$ cat src/rtl/tsf_pkg.sv
package tsf_pkg;
   typedef enum logic {
      FMT_SHORT = 1'b0,
      FMT_LONG  = 1'b1
   } frame_fmt_e;

   localparam int unsigned TSF_DATA_W = 24;
   localparam int unsigned TSF_STAT_W = 8;
endpackage

$ cat src/rtl/tsf_tb_capture.sv
module tsf_tb_capture #(
   parameter int unsigned SYNC_STAGES = 2
) (
   input  logic clk,
   input  logic rst_n,
   input  logic strobe_async,
   input  logic consume,
   output logic flag
);
   generate
      if (SYNC_STAGES < 2) begin : g_bad_sync
         $error("tsf_tb_capture: SYNC_STAGES must be at least 2");
      end
   endgenerate

   logic [SYNC_STAGES-1:0] sync_q;
   logic                   last_q;
   logic                   hold_q;
   logic                   rise;

   always_ff @(posedge clk or negedge rst_n) begin
      if (!rst_n) begin
         sync_q <= '0;
         last_q <= 1'b0;
      end else begin
         sync_q <= {sync_q[SYNC_STAGES-2:0], strobe_async};
         last_q <= sync_q[SYNC_STAGES-1];
      end
   end

   assign rise = sync_q[SYNC_STAGES-1] & ~last_q;

   // The flag includes an edge that lands in the same cycle as the consuming sample.
   assign flag = hold_q | rise;

   always_ff @(posedge clk or negedge rst_n) begin
      if (!rst_n)       hold_q <= 1'b0;
      else if (consume) hold_q <= 1'b0;
      else if (rise)    hold_q <= 1'b1;
   end


   tb_latch_chk: assert property (@(posedge clk) disable iff (!rst_n)
      (rise && !consume) |=> hold_q);

   tb_clear_chk: assert property (@(posedge clk) disable iff (!rst_n)
      consume |=> !hold_q);
endmodule

$ cat src/rtl/tsf_fifo.sv
module tsf_fifo #(
   parameter int unsigned WIDTH = 32,
   parameter int unsigned DEPTH = 8
) (
   input  logic             clk,
   input  logic             rst_n,
   input  logic             wr_en,
   input  logic [WIDTH-1:0] wr_data,
   input  logic             rd_en,
   output logic [WIDTH-1:0] rd_data,
   output logic             empty,
   output logic             full
);
   localparam int unsigned AW = (DEPTH > 1) ? $clog2(DEPTH) : 1;
   localparam int unsigned CW = $clog2(DEPTH + 1);
   localparam bit POW2 = ((DEPTH & (DEPTH - 1)) == 0);

   generate
      if (DEPTH < 2) begin : g_bad_depth
         $error("tsf_fifo: DEPTH must be at least 2");
      end
      if (WIDTH < 1) begin : g_bad_width
         $error("tsf_fifo: WIDTH must be positive");
      end
   endgenerate

   logic [WIDTH-1:0] mem [DEPTH];
   logic [AW-1:0]    wptr, rptr;
   logic [AW-1:0]    wptr_nx, rptr_nx;
   logic [CW-1:0]    count;

   generate
      if (POW2) begin : g_wrap_natural
         assign wptr_nx = wptr + AW'(1);
         assign rptr_nx = rptr + AW'(1);
      end else begin : g_wrap_compare
         assign wptr_nx = (wptr == AW'(DEPTH - 1)) ? '0 : wptr + AW'(1);
         assign rptr_nx = (rptr == AW'(DEPTH - 1)) ? '0 : rptr + AW'(1);
      end
   endgenerate

   always_ff @(posedge clk) begin
      if (wr_en) mem[wptr] <= wr_data;
   end

   always_ff @(posedge clk or negedge rst_n) begin
      if (!rst_n) begin
         wptr  <= '0;
         rptr  <= '0;
         count <= '0;
      end else begin
         if (wr_en) wptr <= wptr_nx;
         if (rd_en) rptr <= rptr_nx;
         unique case ({wr_en, rd_en})
            2'b10:   count <= count + CW'(1);
            2'b01:   count <= count - CW'(1);
            default: count <= count;
         endcase
      end
   end

   assign rd_data = mem[rptr];
   assign empty   = (count == '0);
   assign full    = (count == CW'(DEPTH));


   no_overflow_chk: assert property (@(posedge clk) disable iff (!rst_n)
      count <= CW'(DEPTH));

   no_underflow_chk: assert property (@(posedge clk) disable iff (!rst_n)
      rd_en |-> (count != '0));

   both_hold_chk: assert property (@(posedge clk) disable iff (!rst_n)
      (wr_en && rd_en) |=> (count == $past(count)));

   full_write_chk: assert property (@(posedge clk) disable iff (!rst_n)
      full |-> !wr_en);
endmodule

$ cat src/rtl/tsf_serializer.sv
module tsf_serializer
   import tsf_pkg::*;
#(
   parameter int unsigned DATA_W    = 24,
   parameter int unsigned STAT_W    = 8,
   parameter int unsigned IDLE_CLKS = 2
) (
   input  logic                     clk,
   input  logic                     rst_n,
   input  logic                     avail,
   input  logic [DATA_W+STAT_W-1:0] entry,
   input  logic                     fmt_long,
   output logic                     take,
   output logic                     ser_clk,
   output logic                     ser_frame,
   output logic                     ser_dout
);
   localparam int unsigned FW = DATA_W + STAT_W;
   localparam int unsigned CW = $clog2(FW);
   localparam int unsigned GW = $clog2(IDLE_CLKS + 1);

   generate
      if (IDLE_CLKS < 2) begin : g_bad_idle
         $error("tsf_serializer: IDLE_CLKS must cover one bit-clock period");
      end
   endgenerate

   frame_fmt_e    fmt;
   logic          busy, phase;
   logic [CW-1:0] bits_left;
   logic [FW-1:0] shreg;
   logic [GW-1:0] gap;

   assign fmt  = frame_fmt_e'(fmt_long);
   assign take = !busy && (gap == '0) && avail;

   always_ff @(posedge clk or negedge rst_n) begin
      if (!rst_n) begin
         busy      <= 1'b0;
         phase     <= 1'b0;
         bits_left <= '0;
         shreg     <= '0;
         gap       <= '0;
      end else if (!busy) begin
         if (gap != '0) begin
            gap <= gap - GW'(1);
         end else if (take) begin
            busy  <= 1'b1;
            phase <= 1'b0;
            if (fmt == FMT_LONG) begin
               bits_left <= CW'(FW - 1);
               shreg     <= entry;
            end else begin
               bits_left <= CW'(DATA_W - 1);
               shreg     <= entry << STAT_W;
            end
         end
      end else begin
         phase <= ~phase;
         if (phase) begin
            if (bits_left == '0) begin
               busy <= 1'b0;
               gap  <= GW'(IDLE_CLKS - 1);
            end else begin
               bits_left <= bits_left - CW'(1);
               shreg     <= shreg << 1;
            end
         end
      end
   end

   assign ser_frame = busy;
   assign ser_clk   = busy & phase;
   assign ser_dout  = busy & shreg[FW-1];


   idle_gap_chk: assert property (@(posedge clk) disable iff (!rst_n)
      $fell(ser_frame) |=> !ser_frame);

   bit_stable_chk: assert property (@(posedge clk) disable iff (!rst_n)
      (ser_frame && !ser_clk) |=> (ser_clk && $stable(ser_dout)));

   start_low_chk: assert property (@(posedge clk) disable iff (!rst_n)
      $rose(ser_frame) |-> !ser_clk);
endmodule

$ cat src/rtl/tagged_sample_fifo.sv
module tagged_sample_fifo
   import tsf_pkg::*;
#(
   parameter int unsigned DATA_W      = TSF_DATA_W,
   parameter int unsigned STAT_W      = TSF_STAT_W,
   parameter int unsigned DEPTH       = 8,
   parameter int unsigned SYNC_STAGES = 2,
   parameter int unsigned IDLE_CLKS   = 2
) (
   input  logic              clk,
   input  logic              rst_n,
   input  logic              smp_valid,
   input  logic [DATA_W-1:0] smp_data,
   input  logic [STAT_W-2:0] smp_status,
   input  logic              tb_strobe,
   input  logic              fmt_long,
   input  logic              ovf_clear,
   output logic              ser_clk,
   output logic              ser_frame,
   output logic              ser_dout,
   output logic              ovf_flag
);
   localparam int unsigned FW = DATA_W + STAT_W;

   generate
      if (STAT_W < 2) begin : g_bad_stat
         $error("tagged_sample_fifo: STAT_W must be at least 2");
      end
   endgenerate

   logic          tb_flag;
   logic [FW-1:0] wr_entry, rd_entry;
   logic          q_empty, q_full, q_wr, q_rd;
   logic          ovf_q;

   tsf_tb_capture #(.SYNC_STAGES(SYNC_STAGES)) u_tb (
      .clk         (clk),
      .rst_n       (rst_n),
      .strobe_async(tb_strobe),
      .consume     (smp_valid),
      .flag        (tb_flag)
   );

   assign wr_entry = {tb_flag, smp_status, smp_data};
   assign q_wr     = smp_valid & ~q_full;

   tsf_fifo #(.WIDTH(FW), .DEPTH(DEPTH)) u_queue (
      .clk    (clk),
      .rst_n  (rst_n),
      .wr_en  (q_wr),
      .wr_data(wr_entry),
      .rd_en  (q_rd),
      .rd_data(rd_entry),
      .empty  (q_empty),
      .full   (q_full)
   );

   tsf_serializer #(
      .DATA_W   (DATA_W),
      .STAT_W   (STAT_W),
      .IDLE_CLKS(IDLE_CLKS)
   ) u_ser (
      .clk      (clk),
      .rst_n    (rst_n),
      .avail    (~q_empty),
      .entry    (rd_entry),
      .fmt_long (fmt_long),
      .take     (q_rd),
      .ser_clk  (ser_clk),
      .ser_frame(ser_frame),
      .ser_dout (ser_dout)
   );

   // A new overflow wins over a clear in the same cycle.
   always_ff @(posedge clk or negedge rst_n) begin
      if (!rst_n)                    ovf_q <= 1'b0;
      else if (smp_valid && q_full)  ovf_q <= 1'b1;
      else if (ovf_clear)            ovf_q <= 1'b0;
   end

   assign ovf_flag = ovf_q;


   ovf_set_chk: assert property (@(posedge clk) disable iff (!rst_n)
      (smp_valid && q_full) |=> ovf_flag);

   ovf_sticky_chk: assert property (@(posedge clk) disable iff (!rst_n)
      (ovf_flag && !ovf_clear) |=> ovf_flag);

   auto_start_chk: assert property (@(posedge clk) disable iff (!rst_n)
      $rose(ser_frame) |-> $past(!q_empty));
endmodule

$ cat config.mk
export PLATFORM = sky130hd
export DESIGN_NAME = tagged_sample_fifo
export DESIGN_NICKNAME = d
export VERILOG_FILES = /design/src/rtl/tsf_pkg.sv /design/src/rtl/tsf_tb_capture.sv /design/src/rtl/tsf_fifo.sv /design/src/rtl/tsf_serializer.sv /design/src/rtl/tagged_sample_fifo.sv
export SDC_FILE = /design/constraint.sdc
export NUM_CORES = 1
export LEC_CHECK = 0
export ABC_AREA = 0
export CAP_MARGIN = 20
export CORE_MARGIN = 2
export CORE_UTILIZATION = 25
export DETAILED_ROUTE_END_ITERATION = 12
export GPL_TIMING_DRIVEN = 0
export HOLD_SLACK_MARGIN = 0.03
export PLACE_DENSITY = 0.45
export SLEW_MARGIN = 20
export SYNTH_ARGS = -nofsm -noshare
export SYNTH_HDL_FRONTEND = slang
export SYNTH_SLANG_ARGS = --single-unit
$ cat constraint.sdc
create_clock -name clk -period 4.41 [get_ports clk]
set_input_delay 0.441 -clock clk [delete_from_list [all_inputs] [get_ports clk]]
set_output_delay 0.441 -clock clk [all_outputs]
set_load 0.01 [all_outputs]
Word-level counts from Yosys, hierarchy flattened
Memory sizes are Yosys's and may differ from the RTL's. Index checks and enable logic that the tools add are counted.

Add/sub/neg operators: 6. Multipliers: 0. Divide/modulo/power cells: 0. Magnitude comparators: 0. Eq/ne operators: 7. Shift operators: 0. Mux-type cells: 31. Bitwise logic cells: 9. Reduce and logical (&&, ||, !) cells: 16.

Operators by type and width (count): 32-bit 2-to-1 mux (6); 5-bit 2-to-1 mux (5); 1-bit 2-to-1 mux (14); 2-bit nonzero test (6); 2-bit 2-to-1 mux (4); 4-bit one-hot mux with 2 select lines (1); 3-bit by 1-bit adder with 3-bit output, second input constant (2); 2-bit inequality test, second input constant (3); 5-bit logical NOT (1); 5-bit by 1-bit subtractor with 5-bit output, second input constant (1); 4-bit by 1-bit adder with 4-bit output, second input constant (1); 1-bit bitwise AND (4); 4-bit equality test, second input constant (1); 4-bit logical NOT (1); 4-bit 2-to-1 mux (1); 1-bit inverter (4); 4-bit AND reduction (1); 4-bit by 1-bit subtractor with 4-bit output, second input constant (1); 1-bit logical AND (3); 3-bit AND reduction (1); 2-bit by 1-bit equality test with 1-bit output, second input constant (1); 2-bit equality test, second input constant (1); 2-bit logical NOT (1); 2-bit by 1-bit inequality test with 1-bit output, second input constant (1); other kinds (4) (4).

Register bits after elaboration: 56. Bits in latches: 0. Memory bits (writable): 256. Bits in read-only memories: 0. Logic and storage cells: 82. Memories: 1.

Memories: u_queue.mem (depth 8, width 32, read ports 1, clocked after Yosys merged registers in 0, write ports 1, RTL line tsf_fifo.sv:27) `logic [WIDTH-1:0] mem [DEPTH];`.

Logic depth before layout (Yosys ltp)
Depth in word-level cells: 6. Gate-level depth with buffers: 12.

Modules after synthesis
From an unflattened synthesis, not the netlist that was laid out.

Cells, all modules: 647. Area, all modules: 12715.9 um2.

Modules (own cells, without submodules): tsf_fifo (times used 1, cells each 424, area an instance 10292.4 um2); tsf_serializer (times used 1, cells each 209, area an instance 2245.9 um2); tsf_tb_capture (times used 1, cells each 8, area an instance 130.1 um2); tagged_sample_fifo (times used 1, cells each 6, area an instance 47.5 um2).

Worst setup path before layout
No wires, ideal clock.

Kind: reg2reg. Start point: register u_queue.count[2]. End point: memory u_queue.mem[0][0], enable pin. Library setup time: 501 ps. Arrival time: 4172 ps. Slack: -263 ps. Cell stages (with the launch flop): 6. Buffers on the path: 1. Path through: dfrtp_1 clkbuf_1 nor3_1 a21boi_1 inv_1 nor4_1.

Word-level cells in the longest chain between the ends: 5.

Ends and longest elaborated chain: from (decl) (RTL line tsf_fifo.sv:30) `logic [CW-1:0] count;`; from (signal assigned) (RTL line tsf_fifo.sv:55) `2'b10: count <= count + CW'(1);`; from (signal assigned) (RTL line tsf_fifo.sv:56) `2'b01: count <= count - CW'(1);`; from (signal assigned) (RTL line tsf_fifo.sv:57) `default: count <= count;`; 4-bit equality test (RTL line tsf_fifo.sv:64) `assign full = (count == CW'(DEPTH));`; 1-bit inverter (RTL line tagged_sample_fifo.sv:45) `assign q_wr = smp_valid & ~q_full;`; 1-bit bitwise AND (RTL line tagged_sample_fifo.sv:45); 1-bit 2-to-1 mux (RTL line tsf_fifo.sv:43) `if (wr_en) mem[wptr] <= wr_data;`; 1-bit 2-to-1 mux (not written as such) (RTL line tsf_fifo.sv:43); to (decl) (RTL line tsf_fifo.sv:27).

No other way between the ends.

Final worst setup path
Start point: register u_queue.count[2]. End point: memory u_queue.mem[1][12], enable pin.

The elaborated chain is that of the path after synthesis.

==> results.py <==
metrics = {
    "status": {
        "status": "complete, no violations",
    },
    "synthesis": {
        "synth.area.top_cells": "edfxtp_1 (62%), mux4_2 (12%), dfrtp_1 (11%)",
        "synth_top_family_by_area": "multiplexers",
        "syn_area_per_cell_sq_um": 18.9,
        "ys.flop_type": "edfxtp_1",
        "yosysTopAreaCell": "edfxtp_1",
        "synthAdderAreaFrac_pct": 0.705,
        "synth_edf_count": 256,
        "syn_area_sq_um": 12400,
        "async_flop_share_pct": 17.9,
        "ys_seq_area_share_pct": 73.2,
        "yosys_warnings": 0,
        "muxShareOfSynthArea_pct": 14.4,
        "synth_xor_area_share_pct": 0.846,
        "synth.top_cell.area_share_pct": 61.9,
        "syn_inst": 657,
        "synth_cell_types": 42,
        "ys_seq_elements": 312,
        "syn_nets": 701,
        "synth-compound-area-share_pct": 5.73,
        "yosys.area_share.simple_pct": 3.32,
    },
    "grt": {
        "globalRoute.totalOverflow": 0,
        "antenna_found_initial": 0,
        "grt_pass1_vias": 6593,
        "grt_pass1_wl_um": 43800,
        "top_usage_layer": "met2",
        "grtUsageMet2_pct": 19.1,
        "use_met1_pct": 15.9,
        "grt_util_met3_pct": 2.07,
        "grt_max_degree": 47,
        "grt.total_usage_pct": 11.6,
    },
    "die": {
        "dieArea_sq_um": 51500,
        "start_util_pct": 25.4,
        "die_h_um": 227,
        "die_w_um": 227,
        "fp.coreArea_sq_um": 49000,
        "io_pins": 41,
        "row_count": 81,
    },
    "detailed_routing": {
        "ant_nets": 0,
        "drt-initial-drc-count": 342,
        "wl_per_cell_um": 19.9,
        "drc_errors": 0,
        "num_vias": 6282,
        "wl_um": 28900,
        "drt_first_pass_iters": 4,
        "routed_via_density": 4.31,
    },
    "power": {
        "ir_worst_vdd_mv": 0.227,
        "p_per_area_nw_per_um2": 667,
        "p_sw_share_pct": 32.4,
        "p_clk_share_pct": 27.8,
        "p_int_mw": 6.86,
        "power_frac_seq_pct": 39.5,
        "power_switching_mw": 3.29,
        "p_comb_share_pct": 32.7,
        "leakage_nw": 5.00,
    },
    "place": {
        "dp_hpwl_um": 19600,
        "gp_congestion": 0.706,
        "port_buffers": 40,
    },
    "clock_network": {
        "clock_path_buffers": 3,
        "ctsRootBufferMaster": "clkbuf_16",
        "ctsHoldBuffers": 1,
        "post_cts_buffers": 0,
        "clkLatencyLatePin_ns": 0.53,
        "htreeDepth": 2,
        "clk_pin_slew_worst_paths_ns": 0.06,
        "cts_sinks": 312,
        "cts_tree": "yes",
        "cts_resized": 0,
        "cts_buffers": 36,
    },
    "timing": {
        "finalSetupViolCount": 0,
        "rsz0062_at_grt": "no",
        "maxSlewHeadroom_pct": 31.6,
        "tightestPinTransition_ns": 1.02,
        "final_max_slew_viol_count": 0,
        "holdWs_ns": 0.314,
        "period_needed_ns": 2.86,
        "setup_tns_ns": 0,
        "fmax_ghz": 0.350,
        "finClkSkew_ns": 0.0219,
        "fin_crit_sh_pct": 64.7,
        "hold_viol": 0,
    },
    "finish": {
        "diodes": 0,
        "area_growth_pct": 22.5,
        "drive_above_1_share_pct": 24.7,
        "nNetsFinal": 812,
        "fill_cells": 4712,
    },
    "setup_path": {
        "cp_data_arrival_time_ns": 3.09,
        "path_class": "register to register",
        "path_depth": 8,
        "cp.buffers_inverters": 5,
        "required_ns": 4.65,
        "start_kind": "register",
        "crit_top_cell": "buf_4",
        "crit_chain": "clkbuf_1 > nor3_1 > a21boi_1 > inv_1 > nor3_2 > buf_6 > buf_4 > buf_4",
        "r2r.worst_path.cells": 8,
        "path_max_fanout": 7,
        "slowest_stage": "nor3_2",
        "crit_family": "buffers and inverters",
        "crit_start": "u_queue.count[2]",
        "cpPeakStageDelay_ns": 0.57,
        "r2r-start": "u_queue.count[2]",
        "end_kind": "register",
    },
    "worst_hold_path": {
        "hold_path_class": "primary input to async pin",
    },
    "job": {
        "maxCapViolations": 0,
    },
}
stage by stage:
| step | std cells | utilization, % | worst slack (ns) | power (mW) | cell area, sq um |
|---|---|---|---|---|---|
| 6_report | 1456 | 31.1 | 1.55 | 10.1 | 15200 |
| 5_1_grt | 1456 | 31.1 | 1.28 | 10.7 | 15200 |
| 4_1_cts | 1456 | 31.1 | 1.47 | 10.3 | 15200 |
| 3_5_place_dp | 1393 | 28.8 | 1.25 | 7.48 | 14100 |
| 3_3_place_gp | 1361 | 27.9 | -3.14 | 7.33 | 13700 |
| 2_1_floorplan | 657 | - | 0.569 | 6.21 | 12400 |
power by group through the flow:
stage                     sequential (mW)  combinational [mW]  clock (mW)
after floorplan                      4.02                2.19           0
after global placement               4.10                3.23           0
after detailed placement             4.07                3.41           0
after CTS                            4.01                3.42        2.90
after global routing                 4.06                3.64        3.02
final                                4.01                3.32        2.82
placed cells by master (no fill, tap or decap), types with 3 or more instances in the layout:
master           instances
nor2_1                  30
nand2b_1                 6
a21oi_1                 24
nor3_1                   4
xor2_1                   6
a22o_1                   7
o22ai_1                  9
dfrtp_1                 56
inv_1                   10
o21ai_0                  9
edfxtp_1               256
clkinv_2                 5
mux2i_1                 32
o22a_1                  17
ha_1                     7
buf_2                    9
clkinvlp_4               3
clkbuf_16               37
clkinv_1                 8
nor2_4                   3
xnor2_1                  6
o2bb2a_1                 7
clkbuf_1                14
buf_16                   5
nor3_2                   4
nand2_1                 25
mux4_2                  64
buf_6                   15
clkdlybuf4s50_1         39
a21oi_2                 14
nand3_1                  5
buf_4                   24
state kept, by name (all words and copies together) (netlist names), 2 cells and up:
name,flops
u_queue.rptr,3
u_ser.gap,2
u_queue.count,4
u_tb.sync_q,2
u_queue.mem,256
u_queue.wptr,3
u_ser.shreg,32
u_ser.bits_left,5
Yosys cell counts, drive strengths merged, types with 2 or more instances:
cell	instances
clkbuf	10
a21o	2
buf	23
nand3	5
mux4	64
xor2	6
nand2	25
nor2	33
o22ai	9
xnor2	6
nor2b	2
inv	10
nor4	2
o22a	17
a21oi	38
a22o	7
mux2	2
o2bb2a	7
o21ai	9
dfrtp	56
nand2b	6
mux2i	32
nor3	8
and2	2
a22oi	3
edfxtp	256
ha	7
area by class of cell:
cell class | instances | area [sq um] | area share (%)
Sequential cell | 312 | 9090 | 59.7
Multi-Input combinational cell | 302 | 3160 | 20.8
Clock buffer | 41 | 941 | 6.18
Tap cell | 664 | 831 | 5.46
Timing Repair Buffer | 73 | 802 | 5.27
Buffer | 33 | 195 | 1.28
Clock inverter | 21 | 164 | 1.08
Inverter | 10 | 37.5 | 0.247
routing by layer:
| layer | wire length, um | vias to the layer above |
|---|---|---|
| li1 | - | 2857 |
| met5 | 0 | - |
| met3 | 1090 | 34 |
| met4 | 440 | 0 |
| met2 | 14100 | 107 |
| met1 | 13300 | 3284 |
path summary, 6_finish.rpt:
| check | to | slack, ns |
|---|---|---|
| min | u_queue.count[2] | 0.31 |
| max reg2reg | u_queue.mem[1][12] | 1.55 |
| min reg2reg | u_tb.sync_q[1] | 0.35 |
| max in group asynchronous | u_ser.shreg[13] | 3.61 |
| max | u_queue.mem[1][12] | 1.55 |
| min in group clk | u_tb.sync_q[1] | 0.35 |
kinds of logic after synthesis:
kind of cell    after synthesis
flops                       312
xor+xnor                     12
mux                          98
buf+inv                      43
fa+ha+maj                     7
compound gates               96
simple gates                 89
Power figures use the tool's default switching activity.
